`src/rtl/uart_rx_pkg.sv`:
```
package uart_rx_pkg;
  localparam int CHAR_W = 8;

  typedef enum logic [1:0] {
    PAR_NONE = 2'b00,
    PAR_EVEN = 2'b01,
    PAR_ODD  = 2'b10,
    PAR_ZERO = 2'b11
  } par_mode_t;

  typedef enum logic [2:0] {
    S_IDLE,
    S_START,
    S_DATA,
    S_PAR,
    S_STOP,
    S_HOLD
  } rx_state_t;

  typedef struct packed {
    logic [CHAR_W-1:0] data;
    logic              perr;
    logic              ferr;
  } rx_char_t;
endpackage

```
`src/rtl/uart_rx_brkdet.sv`:
```
module uart_rx_brkdet #(
  parameter int OSR      = 16,
  parameter int BRK_BITS = 11
) (
  input  logic clk,
  input  logic rst,
  input  logic en,
  input  logic tick,
  input  logic rxd,
  output logic long_low
);
  localparam int LIMIT = BRK_BITS * OSR;
  localparam int BW    = $clog2(LIMIT + 1);

  logic [BW-1:0] low_cnt;

  always_ff @(posedge clk) begin
    if (rst || !en) begin
      low_cnt <= '0;
    end else if (rxd) begin
      low_cnt <= '0;
    end else if (tick && low_cnt != BW'(LIMIT)) begin
      low_cnt <= low_cnt + 1'b1;
    end
  end

  assign long_low = (low_cnt == BW'(LIMIT));

  // long-low indication only follows a low line
  p_long_low_after_low_r9: assert property (@(posedge clk) disable iff (rst)
    long_low |-> !$past(rxd));
endmodule

```
`src/rtl/uart_rx_deframer.sv`:
```
module uart_rx_deframer
  import uart_rx_pkg::*;
#(
  parameter int OSR = 16
) (
  input  logic       clk,
  input  logic       rst,
  input  logic       en,
  input  logic       tick,
  input  logic       rxd,
  input  logic       len8,
  input  logic [1:0] par_mode,
  input  logic       msb_first,
  input  logic       long_low,
  output logic       chr_valid,
  output rx_char_t   chr
);
  localparam int CW = $clog2(OSR);
  localparam logic [CW-1:0] MID  = CW'(OSR / 2 - 1);
  localparam logic [CW-1:0] LAST = CW'(OSR - 1);

  rx_state_t         state;
  logic [CW-1:0]     cnt;
  logic [2:0]        idx;
  logic [CHAR_W-1:0] shreg;
  logic              par_bit;
  logic              len_q, msb_q, brk_seen, zero_pend;
  par_mode_t         par_q;
  logic [2:0]        last_idx, pos;
  logic              exp_par, perr_calc, all_zero;

  always_comb begin
    last_idx = len_q ? 3'd7 : 3'd6;
    pos      = msb_q ? (last_idx - idx) : idx;
    case (par_q)
      PAR_EVEN: exp_par = ^shreg;
      PAR_ODD:  exp_par = ~^shreg;
      default:  exp_par = 1'b0;
    endcase
    perr_calc = (par_q != PAR_NONE) && (par_bit != exp_par);
    all_zero  = (shreg == '0) && !par_bit;
  end

  always_ff @(posedge clk) begin
    if (rst || !en) begin
      state     <= S_IDLE;
      cnt       <= '0;
      idx       <= '0;
      shreg     <= '0;
      par_bit   <= 1'b0;
      len_q     <= 1'b1;
      msb_q     <= 1'b0;
      par_q     <= PAR_NONE;
      brk_seen  <= 1'b0;
      zero_pend <= 1'b0;
      chr_valid <= 1'b0;
      chr       <= '0;
    end else begin
      chr_valid <= 1'b0;
      case (state)
        S_IDLE: begin
          if (tick && !rxd) begin
            cnt      <= '0;
            shreg    <= '0;
            par_bit  <= 1'b0;
            brk_seen <= 1'b0;
            len_q    <= len8;
            msb_q    <= msb_first;
            par_q    <= par_mode_t'(par_mode);
            state    <= S_START;
          end
        end
        S_START: begin
          if (tick) begin
            if (cnt == MID) begin
              cnt <= '0;
              idx <= '0;
              state <= rxd ? S_IDLE : S_DATA;
            end else begin
              cnt <= cnt + 1'b1;
            end
          end
        end
        S_DATA: begin
          if (tick) begin
            cnt <= cnt + 1'b1;
            if (cnt == LAST) begin
              shreg[pos] <= rxd;
              idx <= idx + 1'b1;
              if (idx == last_idx)
                state <= (par_q == PAR_NONE) ? S_STOP : S_PAR;
            end
          end
        end
        S_PAR: begin
          if (tick) begin
            cnt <= cnt + 1'b1;
            if (cnt == LAST) begin
              par_bit <= rxd;
              state   <= S_STOP;
            end
          end
        end
        S_STOP: begin
          if (tick) begin
            cnt <= cnt + 1'b1;
            if (cnt == LAST) begin
              if (rxd) begin
                chr_valid <= 1'b1;
                chr       <= '{data: shreg, perr: perr_calc, ferr: 1'b0};
                state     <= S_IDLE;
              end else if (all_zero) begin
                zero_pend <= 1'b1;
                brk_seen  <= long_low;
                state     <= S_HOLD;
              end else begin
                zero_pend <= 1'b0;
                chr_valid <= 1'b1;
                chr       <= '{data: shreg, perr: perr_calc, ferr: 1'b1};
                state     <= S_HOLD;
              end
            end
          end
        end
        S_HOLD: begin
          brk_seen <= brk_seen | long_low;
          if (rxd) begin
            state <= S_IDLE;
            if (zero_pend && !(brk_seen || long_low)) begin
              chr_valid <= 1'b1;
              chr       <= '{data: shreg, perr: perr_calc, ferr: 1'b1};
            end
          end
        end
        default: state <= S_IDLE;
      endcase
    end
  end

  // short characters never carry a top bit
  p_short_top_zero_r10: assert property (@(posedge clk) disable iff (rst)
    (chr_valid && !len_q) |-> !chr.data[7]);

  // a character completes only from the stop or hold phase
  p_valid_origin_r8: assert property (@(posedge clk) disable iff (rst)
    chr_valid |-> ($past(state) == S_STOP || $past(state) == S_HOLD));
endmodule

```
`src/rtl/uart_rx_bufctl.sv`:
```
module uart_rx_bufctl
  import uart_rx_pkg::*;
(
  input  logic              clk,
  input  logic              rst,
  input  logic              en,
  input  logic              chr_valid,
  input  rx_char_t          chr,
  input  logic              long_low,
  input  logic              rd,
  input  logic              clr,
  output logic [CHAR_W-1:0] rx_data,
  output logic              perr_f,
  output logic              ferr_f,
  output logic              ovr_f,
  output logic              brk_f,
  output logic              done_irq,
  output logic              err_irq
);
  logic full, ovr_set;

  assign ovr_set = chr_valid && full && !rd;

  always_ff @(posedge clk) begin
    if (rst) begin
      rx_data  <= '0;
      full     <= 1'b0;
      perr_f   <= 1'b0;
      ferr_f   <= 1'b0;
      ovr_f    <= 1'b0;
      brk_f    <= 1'b0;
      done_irq <= 1'b0;
      err_irq  <= 1'b0;
    end else begin
      if (chr_valid) begin
        rx_data <= chr.data;
        full    <= 1'b1;
      end else if (rd) begin
        full <= 1'b0;
      end
      perr_f   <= (perr_f & ~clr) | (chr_valid & chr.perr);
      ferr_f   <= (ferr_f & ~clr) | (chr_valid & chr.ferr);
      ovr_f    <= (ovr_f & ~clr) | ovr_set;
      brk_f    <= (brk_f & ~clr) | long_low;
      done_irq <= chr_valid;
      err_irq  <= chr_valid & (chr.perr | chr.ferr | ovr_set);
    end
  end

  // an error pulse is always backed by a set flag
  p_err_has_flag_r7: assert property (@(posedge clk) disable iff (rst)
    err_irq |-> (perr_f || ferr_f || ovr_f));

  // the error pulse accompanies a completion
  p_err_with_done_r7: assert property (@(posedge clk) disable iff (rst)
    err_irq |-> done_irq);

  // completions only while enabled
  p_done_enabled_r8: assert property (@(posedge clk) disable iff (rst)
    done_irq |-> $past(en));

  // flags hold until cleared
  p_sticky_par_r10: assert property (@(posedge clk) disable iff (rst)
    ($past(perr_f) && !$past(clr)) |-> perr_f);
  p_sticky_brk_r10: assert property (@(posedge clk) disable iff (rst)
    ($past(brk_f) && !$past(clr)) |-> brk_f);

  // overrun rises only together with a new completion
  p_ovr_on_done_r6: assert property (@(posedge clk) disable iff (rst)
    $rose(ovr_f) |-> done_irq);
endmodule

```
`src/rtl/uart_rx_brk.sv`:
```
module uart_rx_brk
  import uart_rx_pkg::*;
#(
  parameter int OSR      = 16,
  parameter int BRK_BITS = 11
) (
  input  logic       clk,
  input  logic       rst,
  input  logic       rx_en,
  input  logic       os_tick,
  input  logic       rxd,
  input  logic       cfg_len8,
  input  logic [1:0] cfg_parity,
  input  logic       cfg_msb_first,
  input  logic       buf_read,
  input  logic       err_clear,
  output logic [7:0] rx_data,
  output logic       err_parity,
  output logic       err_frame,
  output logic       err_overrun,
  output logic       sync_brk,
  output logic       irq_rx_done,
  output logic       irq_rx_err
);
  logic     long_low;
  logic     chr_valid;
  rx_char_t chr;

  uart_rx_brkdet #(.OSR(OSR), .BRK_BITS(BRK_BITS)) brkdet_i (
    .clk      (clk),
    .rst      (rst),
    .en       (rx_en),
    .tick     (os_tick),
    .rxd      (rxd),
    .long_low (long_low)
  );

  uart_rx_deframer #(.OSR(OSR)) deframer_i (
    .clk       (clk),
    .rst       (rst),
    .en        (rx_en),
    .tick      (os_tick),
    .rxd       (rxd),
    .len8      (cfg_len8),
    .par_mode  (cfg_parity),
    .msb_first (cfg_msb_first),
    .long_low  (long_low),
    .chr_valid (chr_valid),
    .chr       (chr)
  );

  uart_rx_bufctl bufctl_i (
    .clk       (clk),
    .rst       (rst),
    .en        (rx_en),
    .chr_valid (chr_valid),
    .chr       (chr),
    .long_low  (long_low),
    .rd        (buf_read),
    .clr       (err_clear),
    .rx_data   (rx_data),
    .perr_f    (err_parity),
    .ferr_f    (err_frame),
    .ovr_f     (err_overrun),
    .brk_f     (sync_brk),
    .done_irq  (irq_rx_done),
    .err_irq   (irq_rx_err)
  );
endmodule

```
`config.mk`:
```
export PLATFORM = sky130hd
export DESIGN_NAME = uart_rx_brk
export DESIGN_NICKNAME = d
export VERILOG_FILES = /design/src/rtl/uart_rx_pkg.sv /design/src/rtl/uart_rx_brkdet.sv /design/src/rtl/uart_rx_deframer.sv /design/src/rtl/uart_rx_bufctl.sv /design/src/rtl/uart_rx_brk.sv
export SDC_FILE = /design/constraint.sdc
export NUM_CORES = 1
export LEC_CHECK = 0
export ABC_AREA = 1
export ABC_CLOCK_PERIOD_IN_PS = 4000
export CORE_UTILIZATION = 39
export CTS_CLUSTER_DIAMETER = 80
export DETAILED_ROUTE_END_ITERATION = 8
export GPL_ROUTABILITY_DRIVEN = 0
export SLEW_MARGIN = 15
export SYNTH_ARGS = -nofsm -noshare
export SYNTH_HDL_FRONTEND = slang
export SYNTH_HIERARCHICAL = 1
export SYNTH_SLANG_ARGS = --single-unit
```
`constraint.sdc`:
```
create_clock -name clk -period 4 [get_ports clk]
set_clock_uncertainty 0.15 [all_clocks]
set_input_delay 0.6 -clock clk [delete_from_list [all_inputs] [get_ports clk]]
set_output_delay 0.6 -clock clk [all_outputs]
set_load 0.005 [all_outputs]
```
==> impl_metrics.json <==
{
  "synth_top_cell_area_share_pct": 36.9,
  "synth-xor-area-share_pct": 1.37,
  "insertedDiodeCount": 0,
  "dpl_worst_slack_ps": 1220,
  "cts.root.buffer_cell": "sky130_fd_sc_hd__clkbuf_8",
  "clock_path_buffers": 2,
  "core.rowCount": 32,
  "fp.dieH_um": 92.6,
  "mux_cell_area_share_after_synthesis_pct": 0,
  "routed_wire_length_per_instance_um": 11.5,
  "fraction_of_final_layout_cells_sized_beyond_drive_strength_1_pct": 9.49,
  "totalNegativeSetupSlack_ps": 0,
  "synth-seq-area-share_pct": 36.9,
  "hold_path_depth": 2,
  "synth-compound-area-share_pct": 13.9,
  "max-cap-violations": 0,
  "io_buffer_count": 24,
  "area_of_the_mapped_netlist_um2": 3200,
  "hold_start": "deframer_i/shreg[3]",
  "area_growth_pct": 15.7,
  "cts_post_setup_buffers_inserted": 0,
  "holdCritPathClass": "flop to flop",
  "post_synth_main_area_contributors": "sky130_fd_sc_hd__dfxtp_1 37%, sky130_fd_sc_hd__nand2_1 13%, sky130_fd_sc_hd__inv_1 7.4%, sky130_fd_sc_hd__nor2_1 6.9%, sky130_fd_sc_hd__a21oi_1 5.6%",
  "synth_cells": 474,
  "cts_resized": 0,
  "endpoint_kind": "flop",
  "yosys.area.top_type": "sky130_fd_sc_hd__dfxtp_1",
  "detail_route.iter0.violations": 118,
  "crit_path_max_incr_delay_ps": 800,
  "hpwl_um": 5090,
  "stdcell_area_um2": 3700,
  "htreeDepth": 3,
  "worst_case_reg_to_reg_path_depth": 13,
  "synthSimpleGateAreaFrac_pct": 33.2,
  "timing_hold_violations_final": 0,
  "max_frequency_mhz": 408,
  "starting_density_of_the_core_pct": 40.8,
  "post_synth_arst_share_pct": 0,
  "grt_setup_unrepaired": "no",
  "grt_overflow_total": 0,
  "critPathKind": "input pin to flop",
  "globalRouteTotalUtil_pct": 17.7,
  "number_of_global_route_vias_before_repair": 2661,
  "detail_route.wirelength_um": 7000,
  "worst_slew_pin_slew_ps": 617,
  "design.core.area_um2": 7850,
  "worst_vdd_ir_v": 0.000189,
  "cp-start-kind": "input pin",
  "num-nets-final": 522,
  "outcome": "finished clean",
  "antenna_found_initial": 0,
  "power-per-cell-area_nw_per_um2": 399,
  "worst_ep_required_time_ps": 4060,
  "cts_buffers": 9,
  "syn_area_per_cell_um2": 6.75,
  "cp_data_arrival_time_ps": 2510,
  "vias": 2925,
  "crit_slowest_cell": "sky130_fd_sc_hd__clkdlybuf4s50_1",
  "hold_slack_ps": 317,
  "setup_ws_ps": 1550,
  "r2r-start": "brkdet_i/low_cnt[0]",
  "synth.most_common_cell": "sky130_fd_sc_hd__nand2_1",
  "synth_adder_area_share_pct": 3.91,
  "worstPathCellList": "clkdlybuf4s50_1, nand4_1, nor2_1, nand2_1, nand2_2, inv_1, nand2_1, a21oi_1",
  "final_period_minus_worst_setup_slack_ps": 2450,
  "static-leakage-power_nw": 1.52,
  "clk_pin_slew_worst_paths_ps": 70,
  "post-route-drc-count": 0,
  "tritoncts_sinks": 59,
  "dominant_register_cell_in_the_synthesized_netlist": "sky130_fd_sc_hd__dfxtp_1",
  "final-setup-viol-count": 0,
  "critical_path.max_fanout": 19,
  "route.detailed.vias_per_inst": 4.81,
  "synth_common_cells": "112 x sky130_fd_sc_hd__nand2_1, 63 x sky130_fd_sc_hd__inv_1, 59 x sky130_fd_sc_hd__dfxtp_1, 59 x sky130_fd_sc_hd__nor2_1, 36 x sky130_fd_sc_hd__a21oi_1",
  "synth_enable_flop_cells": 0,
  "pin_count_of_the_biggest_net_entering_global_routing": 21,
  "clock_latency_ps": 330,
  "synth_top_family_by_area": "simple AND/OR/NAND/NOR gates",
  "ys_ff_latch": 59,
  "ys_warn_count": 6,
  "slew_headroom_pct": 58.5,
  "cts_tree": "done",
  "first_pass_grt_wire_length_um": 12100,
  "crit_top_cell": "sky130_fd_sc_hd__nand2_1",
  "detailedRoute.firstPassIterationCount": 4,
  "antenna_left": 0,
  "critPathLaunch": "os_tick",
  "ctsHoldBuffers": 0,
  "final_min_period_over_clock_period_pct": 61.3,
  "report.final.slew_viol_count": 0,
  "dieArea_um2": 8570,
  "num_ports": 25,
  "dieWidth_um": 92.6,
  "dpl_cell_area_um2": 3500,
  "synth_cell_type_count": 34,
  "synth.net_count": 495
}
[metrics by stage]
step	std cells	util, %	total power [W]
6_report	608	47.2	0.00148
5_1_grt	608	47.2	0.00157
4_1_cts	608	47.2	0.00149
3_5_place_dp	592	44.6	0.000937
3_3_place_gp	592	44.6	0.000936
2_1_floorplan	474	-	0.000881
[metal layers]
layer  wire length [um]  track usage [%]
met1               3600             23.9
met2               3060             27.5
met3                237             3.28
met4                101             7.42
met5                  0                0
[registers in the layout, summed over array words and instances, names as in the netlist, 2 cells and up]
| name | flops |
|---|---|
| deframer_i/state | 3 |
| deframer_i/cnt | 4 |
| brkdet_i/low_cnt | 8 |
| deframer_i/shreg | 8 |
| deframer_i/par_q | 2 |
| deframer_i/idx | 3 |
| deframer_i/chr | 10 |
| bufctl_i/rx_data | 8 |
[area by class of cell]
cell class	count	area [um^2]
timing repair buffer	25	248
fill	845	4140
clock inverter	7	76.3
inverter	72	273
sequential	59	1180
tap	102	128
clock buffer	9	124
multi-input combinational	334	1670
[logic make-up after synthesis]
group / Yosys count
and+or+nand+nor: 236
adders and majority gates: 10
xor gates and xnor gates: 5
buffers and inverters: 81
AOI/OAI and AO/OA: 83
DFF: 59
[report_power, final]
group	leakage, nW	internal (W)	switching, W
logic	0.951	0.000102	0.000204
clock network	0.0958	0.000290	0.000261
registers	0.476	0.000601	0.0000202
total	1.52	0.000993	0.000485
[critical path: cells and delay by family]
kind | cells | cell delay [ps]
AND/OR/NAND/NOR | 5 | 950
buffers and inverters | 2 | 900
AO/OA/AOI/OAI | 1 | 60
[cell usage in the layout, fill, tap and decap left out]
| cell type | netlist | layout |
|---|---|---|
| sky130_fd_sc_hd__inv_2 | 7 | 7 |
| sky130_fd_sc_hd__buf_4 | 2 | 1 |
| sky130_fd_sc_hd__clkdlybuf4s50_1 | 0 | 24 |
| sky130_fd_sc_hd__o21ai_0 | 26 | 26 |
| sky130_fd_sc_hd__o21bai_1 | 1 | 1 |
| sky130_fd_sc_hd__clkinv_2 | 0 | 1 |
| sky130_fd_sc_hd__nor2_8 | 1 | 1 |
| sky130_fd_sc_hd__a31oi_1 | 1 | 1 |
| sky130_fd_sc_hd__a21oi_2 | 1 | 1 |
| sky130_fd_sc_hd__inv_1 | 63 | 63 |
| sky130_fd_sc_hd__clkbuf_8 | 0 | 9 |
| sky130_fd_sc_hd__nand3_2 | 1 | 1 |
| sky130_fd_sc_hd__bufinv_16 | 0 | 1 |
| sky130_fd_sc_hd__nand3_1 | 29 | 29 |
| sky130_fd_sc_hd__nand4_1 | 7 | 7 |
| sky130_fd_sc_hd__nand2_4 | 2 | 2 |
| sky130_fd_sc_hd__clkinv_1 | 1 | 1 |
| sky130_fd_sc_hd__nand2_1 | 112 | 112 |
| sky130_fd_sc_hd__clkinv_4 | 0 | 2 |
| sky130_fd_sc_hd__xnor2_1 | 1 | 1 |
| sky130_fd_sc_hd__o21ai_1 | 10 | 10 |
| sky130_fd_sc_hd__a21oi_1 | 36 | 36 |
| sky130_fd_sc_hd__nor3_1 | 8 | 8 |
| sky130_fd_sc_hd__inv_6 | 0 | 1 |
| sky130_fd_sc_hd__inv_4 | 1 | 1 |
| sky130_fd_sc_hd__clkinvlp_4 | 0 | 2 |
| sky130_fd_sc_hd__ha_1 | 10 | 10 |
| sky130_fd_sc_hd__o211ai_1 | 2 | 2 |
| sky130_fd_sc_hd__nor2_2 | 4 | 4 |
| sky130_fd_sc_hd__nand3_4 | 1 | 1 |
| sky130_fd_sc_hd__xor2_1 | 4 | 4 |
| sky130_fd_sc_hd__nor2_4 | 4 | 4 |
| sky130_fd_sc_hd__o21ai_2 | 1 | 1 |
| sky130_fd_sc_hd__o31ai_1 | 1 | 1 |
| sky130_fd_sc_hd__dfxtp_1 | 59 | 59 |
| sky130_fd_sc_hd__o21a_1 | 4 | 4 |
| sky130_fd_sc_hd__nand2_2 | 8 | 8 |
| sky130_fd_sc_hd__nor2_1 | 59 | 59 |
[path summary, 6_finish.rpt]
| kind | end | slack, ps |
|---|---|---|
| max reg2reg | deframer_i/chr[6] | 1900 |
| max | deframer_i/chr[1] | 1550 |
| min reg2reg | deframer_i/shreg[3] | 320 |
| min | deframer_i/shreg[3] | 320 |
Power figures use the tool's default switching activity.
